### config.mk
export PLATFORM = sky130hd
export DESIGN_NAME = rst_seq_ctrl
export DESIGN_NICKNAME = d
export VERILOG_FILES = /design/src/rtl/rst_seq_pkg.sv /design/src/rtl/rst_clk_monitor.sv /design/src/rtl/rst_soft_reg.sv /design/src/rtl/rst_seq_timer.sv /design/src/rtl/rst_out_ctrl.sv /design/src/rtl/rst_seq_ctrl.sv
export SDC_FILE = /design/constraint.sdc
export NUM_CORES = 1
export LEC_CHECK = 0
export CAP_MARGIN = 20
export CELL_PAD_IN_SITES_DETAIL_PLACEMENT = 0
export CELL_PAD_IN_SITES_GLOBAL_PLACEMENT = 1
export CORE_ASPECT_RATIO = 0.7
export CORE_MARGIN = 4
export CORE_UTILIZATION = 45
export CTS_CLUSTER_SIZE = 14
export DETAILED_ROUTE_END_ITERATION = 10
export DONT_BUFFER_PORTS = 1
export GPL_TIMING_DRIVEN = 0
export PLACE_DENSITY_LB_ADDON = 0.1
export RECOVER_POWER = 25
export SLEW_MARGIN = 25
export SYNTH_ARGS = -nofsm -noshare
export SYNTH_HDL_FRONTEND = slang
export SYNTH_HIERARCHICAL = 1
export SYNTH_SLANG_ARGS = --single-unit
### constraint.sdc
create_clock -name clk -period 4.33 [get_ports clk]
set_input_delay 0.2165 -clock clk [delete_from_list [all_inputs] [get_ports clk]]
set_output_delay 0.2165 -clock clk [all_outputs]
set_load 0.005 [all_outputs]
### src/rtl/rst_seq_pkg.sv
package rst_seq_pkg;
  typedef enum logic [1:0] {
    ST_SUPPLY_WAIT = 2'd0,
    ST_COUNT       = 2'd1,
    ST_RUN         = 2'd2
  } seq_state_t;
endpackage

### src/rtl/rst_clk_monitor.sv
module rst_clk_monitor #(
  parameter int LOSS_WIN = 256
) (
  input  logic clk,
  input  logic rst,
  input  logic ref_in,
  output logic ref_rise,
  output logic ref_absent
);
  localparam int GW = $clog2(LOSS_WIN + 1);

  logic [2:0]    samp;
  logic [GW-1:0] gap;

  always_ff @(posedge clk) begin
    if (rst) samp <= '0;
    else     samp <= {samp[1:0], ref_in};
  end

  assign ref_rise = samp[1] & ~samp[2];

  always_ff @(posedge clk) begin
    if (rst) begin
      gap        <= '0;
      ref_absent <= 1'b0;
    end else if (ref_rise) begin
      gap        <= '0;
      ref_absent <= 1'b0;
    end else if (gap == GW'(LOSS_WIN)) begin
      ref_absent <= 1'b1;
    end else begin
      gap <= gap + 1'b1;
    end
  end

  AST_EDGE_CLEARS_LOSS: assert property (@(posedge clk) disable iff (rst)
    ref_rise |=> !ref_absent);
endmodule

### src/rtl/rst_soft_reg.sv
module rst_soft_reg #(
  parameter int AW        = 8,
  parameter int DW        = 8,
  parameter int SOFT_ADDR = 1,
  parameter int SOFT_BIT  = 0
) (
  input  logic          clk,
  input  logic          rst,
  input  logic          host_mode,
  input  logic          wr_en,
  input  logic [AW-1:0] addr,
  input  logic [DW-1:0] wdata,
  output logic          soft_bit
);
  logic wr_hit;
  logic unused_wdata;

  assign unused_wdata = ^wdata;
  assign wr_hit = host_mode && wr_en && (addr == AW'(SOFT_ADDR)) && wdata[SOFT_BIT];

  always_ff @(posedge clk) begin
    if (rst) soft_bit <= 1'b0;
    else     soft_bit <= wr_hit && !soft_bit;
  end

  AST_SOFT_SELF_CLEAR: assert property (@(posedge clk) disable iff (rst)
    soft_bit |=> !soft_bit);
  AST_SOFT_HW_IGNORED: assert property (@(posedge clk) disable iff (rst)
    (!$past(host_mode) && !$past(rst)) |-> !soft_bit);
endmodule

### src/rtl/rst_seq_timer.sv
module rst_seq_timer
  import rst_seq_pkg::*;
#(
  parameter int POR_CYC  = 463200,
  parameter int HARD_CYC = 8,
  parameter int SOFT_CYC = 8
) (
  input  logic clk,
  input  logic rst,
  input  logic supply_ok,
  input  logic pin_low,
  input  logic soft_req,
  input  logic ref_rise,
  output logic in_reset,
  output logic reset_done
);
  localparam int MAXC = (POR_CYC > HARD_CYC)
                      ? ((POR_CYC > SOFT_CYC) ? POR_CYC : SOFT_CYC)
                      : ((HARD_CYC > SOFT_CYC) ? HARD_CYC : SOFT_CYC);
  localparam int CW = $clog2(MAXC + 1);

  seq_state_t    state;
  logic [CW-1:0] remain;

  always_ff @(posedge clk) begin
    if (rst) begin
      state      <= ST_SUPPLY_WAIT;
      remain     <= CW'(POR_CYC);
      in_reset   <= 1'b1;
      reset_done <= 1'b0;
    end else begin
      reset_done <= 1'b0;
      if (!supply_ok) begin
        state    <= ST_SUPPLY_WAIT;
        remain   <= CW'(POR_CYC);
        in_reset <= 1'b1;
      end else if (state == ST_SUPPLY_WAIT) begin
        state    <= ST_COUNT;
        remain   <= CW'(POR_CYC);
        in_reset <= 1'b1;
      end else if (pin_low) begin
        state    <= ST_COUNT;
        remain   <= CW'(HARD_CYC);
        in_reset <= 1'b1;
      end else if (soft_req) begin
        state    <= ST_COUNT;
        remain   <= CW'(SOFT_CYC);
        in_reset <= 1'b1;
      end else if (state == ST_COUNT && ref_rise) begin
        if (remain == CW'(1)) begin
          state      <= ST_RUN;
          in_reset   <= 1'b0;
          reset_done <= 1'b1;
        end else begin
          remain <= remain - 1'b1;
        end
      end
    end
  end

  AST_DONE_ONE_CYCLE: assert property (@(posedge clk) disable iff (rst)
    reset_done |=> !reset_done);
  AST_PIN_HOLDS_RESET: assert property (@(posedge clk) disable iff (rst)
    pin_low |=> in_reset);
  AST_NO_SUPPLY_RESET: assert property (@(posedge clk) disable iff (rst)
    !supply_ok |=> in_reset);
endmodule

### src/rtl/rst_out_ctrl.sv
module rst_out_ctrl #(
  parameter int NCH = 4
) (
  input  logic           clk,
  input  logic           rst,
  input  logic           host_mode,
  input  logic           pm_irq_en,
  input  logic           in_reset,
  input  logic           pin_low,
  output logic           cfg_dflt_load,
  output logic           irq_src_dis,
  output logic           irq_oe,
  output logic           refclk_oe,
  output logic [NCH-1:0] tclk_in,
  output logic [NCH-1:0] rx_oe,
  output logic [NCH-1:0] tx_oe,
  output logic           sdo_oe
);
  always_ff @(posedge clk) begin
    if (rst) begin
      cfg_dflt_load <= 1'b0;
      irq_src_dis   <= 1'b0;
      irq_oe        <= 1'b0;
      refclk_oe     <= 1'b0;
      sdo_oe        <= 1'b0;
    end else begin
      cfg_dflt_load <= host_mode && in_reset;
      irq_src_dis   <= host_mode && in_reset;
      irq_oe        <= host_mode ? !in_reset : pm_irq_en;
      refclk_oe     <= host_mode ? !in_reset : 1'b1;
      sdo_oe        <= !pin_low;
    end
  end

  for (genvar ch = 0; ch < NCH; ch++) begin : g_chan
    always_ff @(posedge clk) begin
      if (rst) begin
        tclk_in[ch] <= 1'b1;
        rx_oe[ch]   <= 1'b0;
        tx_oe[ch]   <= 1'b0;
      end else begin
        tclk_in[ch] <= in_reset;
        rx_oe[ch]   <= !pin_low;
        tx_oe[ch]   <= !pin_low;
      end
    end
  end

  AST_HOST_IRQ_HIZ: assert property (@(posedge clk) disable iff (rst)
    ($past(host_mode) && $past(in_reset) && !$past(rst)) |-> !irq_oe);
  AST_HW_REFCLK_ON: assert property (@(posedge clk) disable iff (rst)
    (!$past(host_mode) && !$past(rst)) |-> refclk_oe);
  AST_PIN_OUTPUTS_OFF: assert property (@(posedge clk) disable iff (rst)
    ($past(pin_low) && !$past(rst)) |-> (rx_oe == '0 && tx_oe == '0 && !sdo_oe));
endmodule

### src/rtl/rst_seq_ctrl.sv
module rst_seq_ctrl #(
  parameter int NCH       = 4,
  parameter int AW        = 8,
  parameter int DW        = 8,
  parameter int SOFT_ADDR = 1,
  parameter int SOFT_BIT  = 0,
  parameter int POR_CYC   = 463200,
  parameter int HARD_CYC  = 8,
  parameter int SOFT_CYC  = 8,
  parameter int LOSS_WIN  = 256
) (
  input  logic           clk,
  input  logic           rst,
  input  logic           supply_ok,
  input  logic           ext_rst_n,
  input  logic           host_mode,
  input  logic           pm_irq_en,
  input  logic           ref_clk_in,
  input  logic           reg_wr_en,
  input  logic [AW-1:0]  reg_addr,
  input  logic [DW-1:0]  reg_wdata,
  output logic           in_reset,
  output logic           reset_done,
  output logic           clk_absent,
  output logic           soft_bit,
  output logic           cfg_dflt_load,
  output logic           irq_src_dis,
  output logic           irq_oe,
  output logic           refclk_oe,
  output logic [NCH-1:0] tclk_in,
  output logic [NCH-1:0] rx_oe,
  output logic [NCH-1:0] tx_oe,
  output logic           sdo_oe
);
  logic [1:0] pin_sync;
  logic       pin_low;
  logic       ref_rise;

  always_ff @(posedge clk) begin
    if (rst) pin_sync <= 2'b11;
    else     pin_sync <= {pin_sync[0], ext_rst_n};
  end
  assign pin_low = !pin_sync[1];

  rst_clk_monitor #(.LOSS_WIN(LOSS_WIN)) u_mon (
    .clk        (clk),
    .rst        (rst),
    .ref_in     (ref_clk_in),
    .ref_rise   (ref_rise),
    .ref_absent (clk_absent)
  );

  rst_soft_reg #(
    .AW(AW), .DW(DW), .SOFT_ADDR(SOFT_ADDR), .SOFT_BIT(SOFT_BIT)
  ) u_soft (
    .clk       (clk),
    .rst       (rst),
    .host_mode (host_mode),
    .wr_en     (reg_wr_en),
    .addr      (reg_addr),
    .wdata     (reg_wdata),
    .soft_bit  (soft_bit)
  );

  rst_seq_timer #(
    .POR_CYC(POR_CYC), .HARD_CYC(HARD_CYC), .SOFT_CYC(SOFT_CYC)
  ) u_timer (
    .clk        (clk),
    .rst        (rst),
    .supply_ok  (supply_ok),
    .pin_low    (pin_low),
    .soft_req   (soft_bit),
    .ref_rise   (ref_rise),
    .in_reset   (in_reset),
    .reset_done (reset_done)
  );

  rst_out_ctrl #(.NCH(NCH)) u_out (
    .clk           (clk),
    .rst           (rst),
    .host_mode     (host_mode),
    .pm_irq_en     (pm_irq_en),
    .in_reset      (in_reset),
    .pin_low       (pin_low),
    .cfg_dflt_load (cfg_dflt_load),
    .irq_src_dis   (irq_src_dis),
    .irq_oe        (irq_oe),
    .refclk_oe     (refclk_oe),
    .tclk_in       (tclk_in),
    .rx_oe         (rx_oe),
    .tx_oe         (tx_oe),
    .sdo_oe        (sdo_oe)
  );

  AST_NO_DONE_WHEN_ABSENT: assert property (@(posedge clk) disable iff (rst)
    clk_absent |-> !reset_done);
  AST_DONE_AFTER_RESET: assert property (@(posedge clk) disable iff (rst)
    reset_done |-> ($past(in_reset) && !in_reset));
endmodule

# Yosys cells after proc, flatten, opt, wreduce, memory -nomap -nowiden
# Index checks and enable logic that the tools add are counted.
# totals
out_inout_bits	21
register_bits	44
wordCells	62
input_bits	24
# classes
eq_ne	8
addsub	2
n_reduce_logical	18
bitwise_logic	6
mux	12
# op_table
op	count
two-way mux 19 bit	4
== test 19 x 1 -> 1 bit (second input constant)	1
subtractor 19 x 1 -> 19 bit (second input constant)	1
adder 9 x 1 -> 9 bit (second input constant)	1
== test 9 bit (second input constant)	1
== test 8 x 1 -> 1 bit (second input constant)	1
two-way mux 1 bit	8
inequality test 4 x 1 -> 1 bit (second input constant)	2
AND reduction 2 bit	4
logical AND 1 bit	6
OR reduction 6 bit	1
inverter 1 bit	5
OR reduction 5 bit	1
OR reduction 2 bit	2
inequality test 3 x 1 -> 1 bit (second input constant)	1
inequality test 3 bit (second input constant)	1
OR reduction 3 bit	1
== test 2 x 1 -> 1 bit (second input constant)	1
logical NOT 1 bit	2
logical NOT 2 bit	1
bitwise AND 1 bit	1

# Depth between registers and ports, before layout
# Gate-level depths: netlist (run 1).
# depth
ltp_word	7
ltp_mapped	7
depth_no_buf	7

# By module
# Netlist (run 1), hierarchy kept.
# by_module_without_submodules
module	seq_area_each_um2	instances	cells_each	area_each_um2
rst_seq_timer	460.4	1	127	1106.1
rst_clk_monitor	260.2	1	62	566.8
rst_out_ctrl	100.1	1	25	235.2
rst_seq_ctrl	40.0	1	5	56.3
rst_soft_reg	20.0	1	6	55.1

# Least setup slack after synthesis (run 1)
# Ideal clock, no wire load.
# synth_path
path_type	register -> register
from	register u_timer.remain[0]
to	register u_timer.in_reset
required_ns	4.216
path_slack_ns	2.379
t_arrival_ns	1.837
period_less_slack_ns	1.951
path_buffers	0
setup_ns	0.114
stages_incl_launch_ff	6
cell_sequence	dfxtp_1 ha_1 nor4b_1 nand3_1 or3b_1 a21o_1
# synth_via
elab_chain_cells	2
# synth_rtl
item	line	text
from (decl)	rst_seq_timer.sv:23	logic [CW-1:0] remain;
from (signal assigned)	rst_seq_timer.sv:28	remain <= CW'(POR_CYC);
from (signal assigned)	rst_seq_timer.sv:35	remain <= CW'(POR_CYC);
from (signal assigned)	rst_seq_timer.sv:39	remain <= CW'(POR_CYC);
== test 19 x 1 -> 1 bit	rst_seq_timer.sv:50	if (remain == CW'(1)) begin
AND reduction 2 bit (no source line)	--	
to (signal assigned)	rst_seq_timer.sv:44	in_reset <= 1'b1;
to (signal assigned)	rst_seq_timer.sv:48	in_reset <= 1'b1;
to (signal assigned)	rst_seq_timer.sv:52	in_reset <= 1'b0;
to (decl)	rst_seq_timer.sv:14	output logic in_reset,
# No other way between the ends.
# A chain may end at the register's enable or synchronous reset.

# Worst setup path in the final report (run 1)
# layout_path
from	register u_timer.remain[0]
to	register u_timer.state[0]
# layout_via
elab_chain_cells	3
# layout_rtl
item	line	text
== test 19 x 1 -> 1 bit	rst_seq_timer.sv:50	
inequality test 4 x 1 -> 1 bit (no source line)	--	
AND reduction 2 bit (no source line)	--	
to (signal assigned)	rst_seq_timer.sv:42	state <= ST_COUNT;
to (signal assigned)	rst_seq_timer.sv:46	state <= ST_COUNT;
to (signal assigned)	rst_seq_timer.sv:51	state <= ST_RUN;
to (decl)	rst_seq_timer.sv:22	seq_state_t state;
# No other way between the ends.

==> impl_metrics.tcl, run 1 <==
set metrics [dict create \
    io_buffers 0 \
    power_frac_comb 0.052 \
    grt_util_met2 0.220 \
    pwr-share-seq 0.536 \
    die-area_um2 5640 \
    fmax_mhz 440 \
    die_w_um 88.1 \
    die_h_um 64.1 \
    dp.cells 280 \
    p_switching_uw 176 \
    cts-resized-gates 0 \
    avgRoutedWirePerCell_um 14.3 \
    outcome "complete, no violations" \
    layout-area-overhead-vs-synth_pct 10.6 \
    ys.flop_type "dfxtp_1" \
    postSynthCellCount 225 \
    row_count 20 \
    antenna_found_initial 0 \
    gp_congestion 0.825 \
    setup_viol 0 \
    powerDensity_nw_per_um2 351 \
    grt_pass1_vias 1485 \
    hold_viol 0 \
    final_common_cell "dfxtp_1" \
    clk_pin_slew_ns 0.09 \
    period_needed_ns 2.27 \
    worst_slew_pin_slew_ns 0.698 \
    min_from "rst" \
    clk_latency_ns 0.29 \
    whs_path_depth 1 \
    cts_made_buffers 5 \
    seq_area_frac_synth 0.436 \
    switching_share 0.225 \
    fillerInstances 412 \
    overflow 0 \
    hpwl_um 2980 \
    r2r_slack_ns 2.06 \
    cts_setup_buffers 0 \
    coreArea_um2 4330 \
    start_util 0.466 \
    drtPass1Iterations 4 \
    drt-initial-drc-count 47 \
    r2r_end "u_timer/state[0]" \
    met3_usage 0.0464 \
    cts_tree "done" \
    ys_warn_count 6 \
    slew_headroom 0.531 \
    rsz0062_at_grt "false" \
    cp.arrival_ns 2.44 \
    htree_levels 2 \
    met1_usage 0.234 \
    mostFrequentLayoutCells "dfxtp_1 (44), nor2_1 (24), a21oi_1 (16)" \
    clockBufferDepth 2 \
    synth-edff-count 0 \
    leakagePower_nw 0.755 \
    io_pins 45 \
    vdd_drop_max_mv 0.172 \
    final_cells 291 \
    cts-root-buf "clkbuf_8" \
    startpoint_type "flip-flop" \
    required_ns 4.50 \
    hold_path_end "u_out/tclk_in[2]" \
    worstPathCellList "ha_1 -> nor4b_1 -> nand3_1 -> or3b_1 -> o21ai_0 -> a21oi_1" \
    r2r-start "u_timer/remain[0]" \
    synth_area_um2 2020 \
    grt_pass1_wl_um 7040 \
    routed_via_density 5.41 \
    vias 1574 \
    syn_area_per_cell_um2 8.98 \
    yosys.cell_types.count 45 \
    cpPeakStageDelay_ns 0.52 \
    crit_type "reg -> reg" \
    drt-total-wl_um 4160 \
    grtUsageTotal 0.156 \
    async_flop_share 0 \
    top_usage_layer "met1" \
    ant_nets 0 \
    route.detailed.drc 0 \
    fin_tns_setup_ns 0 \
    period_share 0.525 \
    cp_max_fo 5 \
    cp_slowest_cell "or3b_1" \
    r2r_cells 6 \
    hp-class "in -> reg" \
    grt_start_max_net_pins 16 \
    drive_gt1_frac 0.148 \
    cts_sinks 44 \
    ys_ff_latch 44 \
    antennaDiodeCount 0 \
    cp-end-kind "flip-flop" \
    final_nets 263 \
    intPower_uw 607 \
    p_clk_frac 0.411 \
    total_power_uw 783 \
    finalClockSkew_ns 0.00520 \
    max_cap_viol_count 0 \
    synth_fp_nets 253 \
    slew_violations 0 \
]
==> routing by layer <==
metal	vias up	part of all wire	wire length, µm
met5	-	0	0
met4	0	0.0031	13
met3	2	0.066	275
met2	35	0.40	1670
met1	730	0.53	2200
li1	807	-	-
==> what timing repair did <==
item,4_1_cts,5_1_grt
endpoints found under the hold margin,7,2
hold buffers,1,2
setup endpoints to repair,0,0
==> power by group through the flow <==
| stage | Clock [mW] | Sequential, mW | Combinational, mW |
|---|---|---|---|
| after global routing | 0.353 | 0.422 | 0.0451 |
| after detailed placement | 0 | 0.429 | 0.0376 |
| after CTS | 0.333 | 0.420 | 0.0395 |
| after global placement | 0 | 0.429 | 0.0367 |
| after floorplan | 0 | 0.427 | 0.0311 |
| final | 0.322 | 0.420 | 0.0408 |
==> how the worst max path moves through the flow <==
stage	end	start	slack (ns)
CTS	u_timer/state[0]	u_timer/remain[0]	2.05
floorplan	u_timer/in_reset	u_timer/remain[0]	2.38
global route	u_timer/state[0]	u_timer/remain[0]	1.79
finish	u_timer/state[0]	u_timer/remain[0]	2.06
global placement	u_timer/state[0]	u_timer/remain[0]	2.05
detailed placement	u_timer/state[0]	u_timer/remain[0]	2.06
==> area by class of cell <==
class / instances / area, µm² / area share
repair buffers: 3 / 30.0 / 0.0134
clock buffers: 5 / 68.8 / 0.0308
well taps: 55 / 68.8 / 0.0308
flip-flops and latches: 44 / 881 / 0.394
multi-input cells: 158 / 1000 / 0.450
inverters: 8 / 30.0 / 0.0134
clock inverters: 3 / 46.3 / 0.0207
plain buffers: 15 / 104 / 0.0465
==> cell usage after synthesis (3+ instances only) <==
| cell | count | area (µm²) |
|---|---|---|
| ha_1 | 4 | 50.1 |
| nand4_1 | 6 | 37.5 |
| o21ai_0 | 14 | 70.1 |
| xor2_1 | 12 | 105 |
| a21oi_1 | 16 | 80.1 |
| nand3_1 | 10 | 50.1 |
| nand2_1 | 6 | 22.5 |
| dfxtp_1 | 44 | 881 |
| or3_1 | 7 | 43.8 |
| buf_4 | 12 | 90.1 |
| nor3_1 | 6 | 30.0 |
| inv_1 | 8 | 30.0 |
| o31ai_1 | 3 | 22.5 |
| nor2b_1 | 5 | 31.3 |
| nor4_1 | 5 | 31.3 |
| or4_1 | 3 | 22.5 |
| nor2_1 | 24 | 90.1 |
| nor4b_1 | 3 | 26.3 |
| or2_2 | 3 | 18.8 |
==> logic make-up after synthesis <==
group | after synthesis | synth area share
flops | 44 | 0.436
simple gates | 100 | 0.303
compound gates | 40 | 0.109
buf+inv | 23 | 0.0663
fa+ha+maj | 4 | 0.0248
xor+xnor | 14 | 0.0607
==> metrics by stage <==
stage	setup slack, ns	hold WS (ns)	util	area (µm²)
after floorplan	2.38	0.279	-	2020
after global placement	2.05	0.281	0.482	2090
after detailed placement	2.06	0.282	0.482	2090
after CTS	2.05	0.00109	0.511	2210
after global routing	1.79	0.000728	0.516	2230
final	2.06	0.0253	0.516	2230
==> sequential cells by signal, indices dropped and copies added (netlist names) <==
register	cells
u_timer/remain	19
u_mon/gap	9
u_timer/reset_done	1
u_out/tclk_in	1
u_out/tx_oe	1
u_soft/soft_bit	1
u_timer/state	2
u_mon/samp	3
u_out/refclk_oe	1
u_mon/ref_absent	1
pin_sync	2
u_out/irq_oe	1
u_timer/in_reset	1
u_out/irq_src_dis	1
==> worst max-delay path: cells and delay by family (launching register included) <==
kind            cells  cell delay [ns]
fa+ha+maj           1             0.17
compound gates      2             0.20
flops               1             0.41
simple gates        3             1.37
Power figures use the tool's default switching activity.
==> inputs of run 2 (changes only) <==
==> constraint.sdc (replaced) <==
create_clock -name clk -period 2.3 [get_ports clk]
set_input_delay 0.115 -clock clk [delete_from_list [all_inputs] [get_ports clk]]
set_output_delay 0.115 -clock clk [all_outputs]
set_load 0.005 [all_outputs]
==> run 2 against run 1 <==
Compared with the run above:
- largest power group unchanged
- clock power increased by 90%
- utilization rose by 0.95 points
- highest routed layer unchanged
- total power rose by 89%
- count of clock-buffer cells in the layout stayed put
- design area increased by 1.8%
- largest cell class unchanged
==> impl_metrics.tcl, run 2 (same netlist as run 1, synthesis figures left out) <==
set metrics [dict create \
    outcome "complete, no violations" \
    htree_levels 2 \
    mostFrequentLayoutCells "dfxtp_1 (44), nor2_1 (24), a21oi_1 (16)" \
    r2r_slack_ns 0.22 \
    die-area_um2 5640 \
    gp_congestion 0.825 \
    drtPass1Iterations 4 \
    finalClockSkew_ns 0.00374 \
    vias 1616 \
    leakagePower_nw 0.774 \
    period_share 0.906 \
    cp_slowest_cell "or4_2" \
    overflow 0 \
    worstPathCellList "nor2b_1 -> nand3b_1 -> or3_1 -> or4_2 -> a22oi_1 -> o21ai_0" \
    io_pins 45 \
    max_cap_viol_count 0 \
    regMostFlops "u_timer/remain" \
    rsz0062_at_grt "false" \
    clk_pin_slew_ns 0.09 \
    setup_viol 0 \
    ant_nets 0 \
    slew_violations 0 \
    avgRoutedWirePerCell_um 14.4 \
    powerDensity_nw_per_um2 652 \
    largest_register_ffs 19 \
    die_w_um 88.1 \
    cp.arrival_ns 2.22 \
    cts_tree "done" \
    r2r-start "u_mon/samp[1]" \
    cp-end-kind "flip-flop" \
    grt_pass1_wl_um 7160 \
    clockBufferDepth 2 \
    final_nets 266 \
    r2r_end "u_timer/remain[5]" \
    cpPeakStageDelay_ns 0.55 \
    routed_via_density 5.50 \
    coreArea_um2 4330 \
    io_buffers 0 \
    worst_slew_pin_slew_ns 0.596 \
    top_regs "u_timer/remain (19), u_mon/gap (9), u_mon/samp (3)" \
    cts-root-buf "clkbuf_8" \
    grt_pass1_vias 1516 \
    grtUsageTotal 0.160 \
    whs_path_depth 2 \
    row_count 20 \
    cts_sinks 44 \
    cts_made_buffers 5 \
    crit_type "reg -> reg" \
    place_ws_ns 0.0308 \
    fmax_mhz 480 \
    drt-initial-drc-count 34 \
    antenna_found_initial 0 \
    layout-area-overhead-vs-synth_pct 12.6 \
    hold_viol 0 \
    startpoint_type "flip-flop" \
    drive_gt1_frac 0.155 \
    grt_start_max_net_pins 16 \
    hp-class "in -> reg" \
    slew_headroom 0.601 \
    die_h_um 64.1 \
    cp_max_fo 4 \
    min_from "rst" \
    total_power_mw 1.48 \
    r2r_cells 6 \
    fin_tns_setup_ns 0 \
    start_util 0.466 \
    clk_latency_ns 0.29 \
    hold_path_end "u_timer/state[0]" \
    final_common_cell "dfxtp_1" \
    vdd_drop_max_mv 0.324 \
    period_needed_ns 2.08 \
    antennaDiodeCount 0 \
    route.detailed.drc 0 \
    drt-total-wl_um 4240 \
    layout_setup_ws_ns 0.217 \
    required_ns 2.44 \
    hpwl_um 2980 \
]
-- run 2: changes by cell type in the layout (fill, tap and decap cells not counted), sizes merged --
cell	previous run	this run
dlygate4sd3	3	6
-- run 2: worst max-delay path, delay by kind of cell, from the launching register on --
kind	cells	cell delay [ns]
AND/OR/NAND/NOR	4	1.37
flip-flops	1	0.33
AO/OA/AOI/OAI	2	0.24
-- run 2: layer usage --
metal / routed length (µm) / track usage
met1: 2030 / 0.238
met2: 1770 / 0.227
met3: 440 / 0.0464
met4: 13 / 0.0358
met5: 0 / 0
-- run 2: cell type report --
type	count	area (µm²)
clock buffers	5	68.8
clock inverters	3	46.3
flip-flops and latches	44	881
plain buffers	15	104
well taps	55	68.8
fillers	412	2050
repair buffers	6	60.1
inverters	8	30.0
multi-input cells	158	1020
-- run 2: what timing repair did --
item	CTS	global route
hold buffers	6	0
resized for setup	0	2
endpoints found under the setup margin	0	13
hold endpoints to repair	11	0
buffers inserted	0	0
-- run 2: power breakdown --
part | internal, mW | leakage [nW] | switching (mW)
combinational | 0.0425 | 0.361 | 0.0385
clock | 0.327 | 0.0548 | 0.284
sequential | 0.776 | 0.358 | 0.0152
total | 1.15 | 0.774 | 0.338
-- run 2: per-stage QoR --
step	instances	hold WS [ns]	utilization	area [µm²]
3_5_place_dp	280	0.180	0.482	2090
5_1_grt	294	0.0224	0.525	2270
4_1_cts	294	0.0288	0.523	2260
2_1_floorplan	225	0.177	-	2020
6_report	294	0.0324	0.525	2270
3_3_place_gp	280	0.179	0.482	2090
-- run 2: worst max path at each step --
| stage | start | end | slack, ns | cells past startpoint |
|---|---|---|---|---|
| 6_report | u_mon/samp[1] | u_timer/remain[5] | 0.22 | 6 |
| 5_1_grt | u_mon/samp[1] | u_timer/remain[5] | 0.02 | 6 |
| 4_1_cts | u_timer/remain[0] | u_timer/state[0] | 0.02 | 6 |
| 3_5_place_dp | u_timer/remain[0] | u_timer/state[0] | 0.03 | 6 |
| 3_3_place_gp | u_timer/remain[0] | u_timer/state[0] | 0.02 | 6 |
| 2_1_floorplan | u_timer/remain[0] | u_timer/in_reset | 0.35 | 5 |
==> inputs of run 3 (changes only) <==
--- a/config.mk
+++ b/config.mk
@@ -15,7 +15,7 @@
 export DETAILED_ROUTE_END_ITERATION = 10
 export DONT_BUFFER_PORTS = 1
 export GPL_TIMING_DRIVEN = 0
-export PLACE_DENSITY_LB_ADDON = 0.1
+export PLACE_DENSITY = 0.79
 export RECOVER_POWER = 25
 export SLEW_MARGIN = 25
 export SYNTH_ARGS = -nofsm -noshare
==> run 3 against run 2 <==
Compared with the run above:
- non-clock buffer count unchanged
- hold slack improved by 0.0031 ns
- routed wire length fell by 5.3%
==> impl_metrics.tcl, run 3 (same netlist as run 1, synthesis figures left out) <==
set metrics [dict create \
    rsz0062_at_grt "false" \
    crit_type "reg -> reg" \
    stdcell_area_um2 2280 \
    drtPass1Iterations 4 \
    setup_viol 0 \
    fin_tns_setup_ns 0 \
    dpl-instance-area_um2 2090 \
    die_h_um 64.1 \
    io_pins 45 \
    vias 1557 \
    hp-class "in -> reg" \
    ant_nets 0 \
    clk_pin_slew_ns 0.09 \
    cts_made_buffers 5 \
    final_common_cell "dfxtp_1" \
    grt_pass1_vias 1499 \
    die_w_um 88.1 \
    leakagePower_nw 0.780 \
    mostFrequentLayoutCells "dfxtp_1 (44), nor2_1 (23), a21oi_1 (16)" \
    worst_slew_pin_slew_ns 0.552 \
    place_ws_ns 0.0172 \
    cts_sinks 44 \
    slew_headroom 0.626 \
    top_regs "u_timer/remain (19), u_mon/gap (9), u_mon/samp (3)" \
    startpoint_type "flip-flop" \
    cts_tree "done" \
    io_buffers 0 \
    clockBufferDepth 2 \
    critical_path.top_delay_family "simple AND/OR/NAND/NOR gates" \
    antenna_found_initial 0 \
    grt_start_max_net_pins 15 \
    largest_register_ffs 19 \
    coreArea_um2 4330 \
    slew_violations 0 \
    powerDensity_nw_per_um2 654 \
    finalClockSkew_ns 0.00620 \
    hpwl_um 2810 \
    avgRoutedWirePerCell_um 13.7 \
    grtUsageTotal 0.155 \
    outcome "complete, no violations" \
    route.detailed.drc 0 \
    htree_levels 2 \
    cp_max_fo 5 \
    hold_viol 0 \
    overflow 0 \
    regMostFlops "u_timer/remain" \
    fmax_mhz 473 \
    cp_slowest_cell "or3b_1" \
    drive_gt1_frac 0.159 \
    max_cap_viol_count 0 \
    grt_pass1_wl_um 6910 \
    period_needed_ns 2.12 \
    cts-root-buf "clkbuf_8" \
    period_share 0.920 \
    gp_congestion 0.778 \
    start_util 0.466 \
    worstPathCellList "ha_1 -> nor4b_2 -> nand3_1 -> or3b_1 -> a21o_1" \
    cp-end-kind "flip-flop" \
    cpPeakStageDelay_ns 0.52 \
    cp_num_buf_inv 0 \
    vdd_drop_max_mv 0.461 \
    clk_latency_ns 0.30 \
    drt-initial-drc-count 33 \
    cp.arrival_ns 2.31 \
    final_nets 266 \
    cts_setup_buffers 0 \
    routed_via_density 5.30 \
    row_count 20 \
    antennaDiodeCount 0 \
    layout_setup_ws_ns 0.184 \
    layout-area-overhead-vs-synth_pct 13.1 \
    required_ns 2.50 \
    die-area_um2 5640 \
    drt-total-wl_um 4020 \
]
==> run 3: routing by layer <==
metal,wire length [µm],up-vias,global-route usage
li1,-,820,-
met2,1800,17,0.227
met5,0,-,0
met4,48,0,0.0528
met3,129,5,0.0412
met1,2040,715,0.219
==> run 3: path summary, 6_finish.rpt <==
path	from	end	slack, ns	cells past startpoint
max	u_timer/remain[0]	u_timer/in_reset	0.18	5
min	reg_addr[4]	u_soft/soft_bit	0.04	2
max reg2reg	u_timer/remain[0]	u_timer/in_reset	0.18	5
min reg2reg	pin_sync[0]	pin_sync[1]	0.42	1
==> run 3: metrics by stage <==
stage | utilization | instances | total power [mW] | hold WS [ns]
2_1_floorplan | - | 225 | 0.863 | 0.177
3_3_place_gp | 0.482 | 280 | 0.878 | 0.180
3_5_place_dp | 0.482 | 280 | 0.878 | 0.180
4_1_cts | 0.526 | 294 | 1.51 | 0.0239
5_1_grt | 0.527 | 294 | 1.55 | 0.0383
6_report | 0.527 | 294 | 1.49 | 0.0354
==> run 3: power breakdown <==
group	total, mW	internal [mW]	switching [mW]	leakage (nW)
Clock	0.621	0.355	0.266	0.0614
Combinational	0.0811	0.0426	0.0386	0.361
Sequential	0.791	0.776	0.0148	0.358
==> run 3: cell type report <==
cell class	instances	area, µm²
Fill cell	410	2050
Multi-Input combinational cell	158	1020
Sequential cell	44	881
Buffer	15	104
Clock buffer	6	82.6
Tap cell	55	68.8
Timing Repair Buffer	6	60.1
Clock inverter	2	38.8
Inverter	8	30.0
==> run 3: timing repair <==
item,CTS,global route
hold buffers,6,0
hold endpoints to repair,11,0
resized for setup,1,2
setup endpoints to repair,2,5
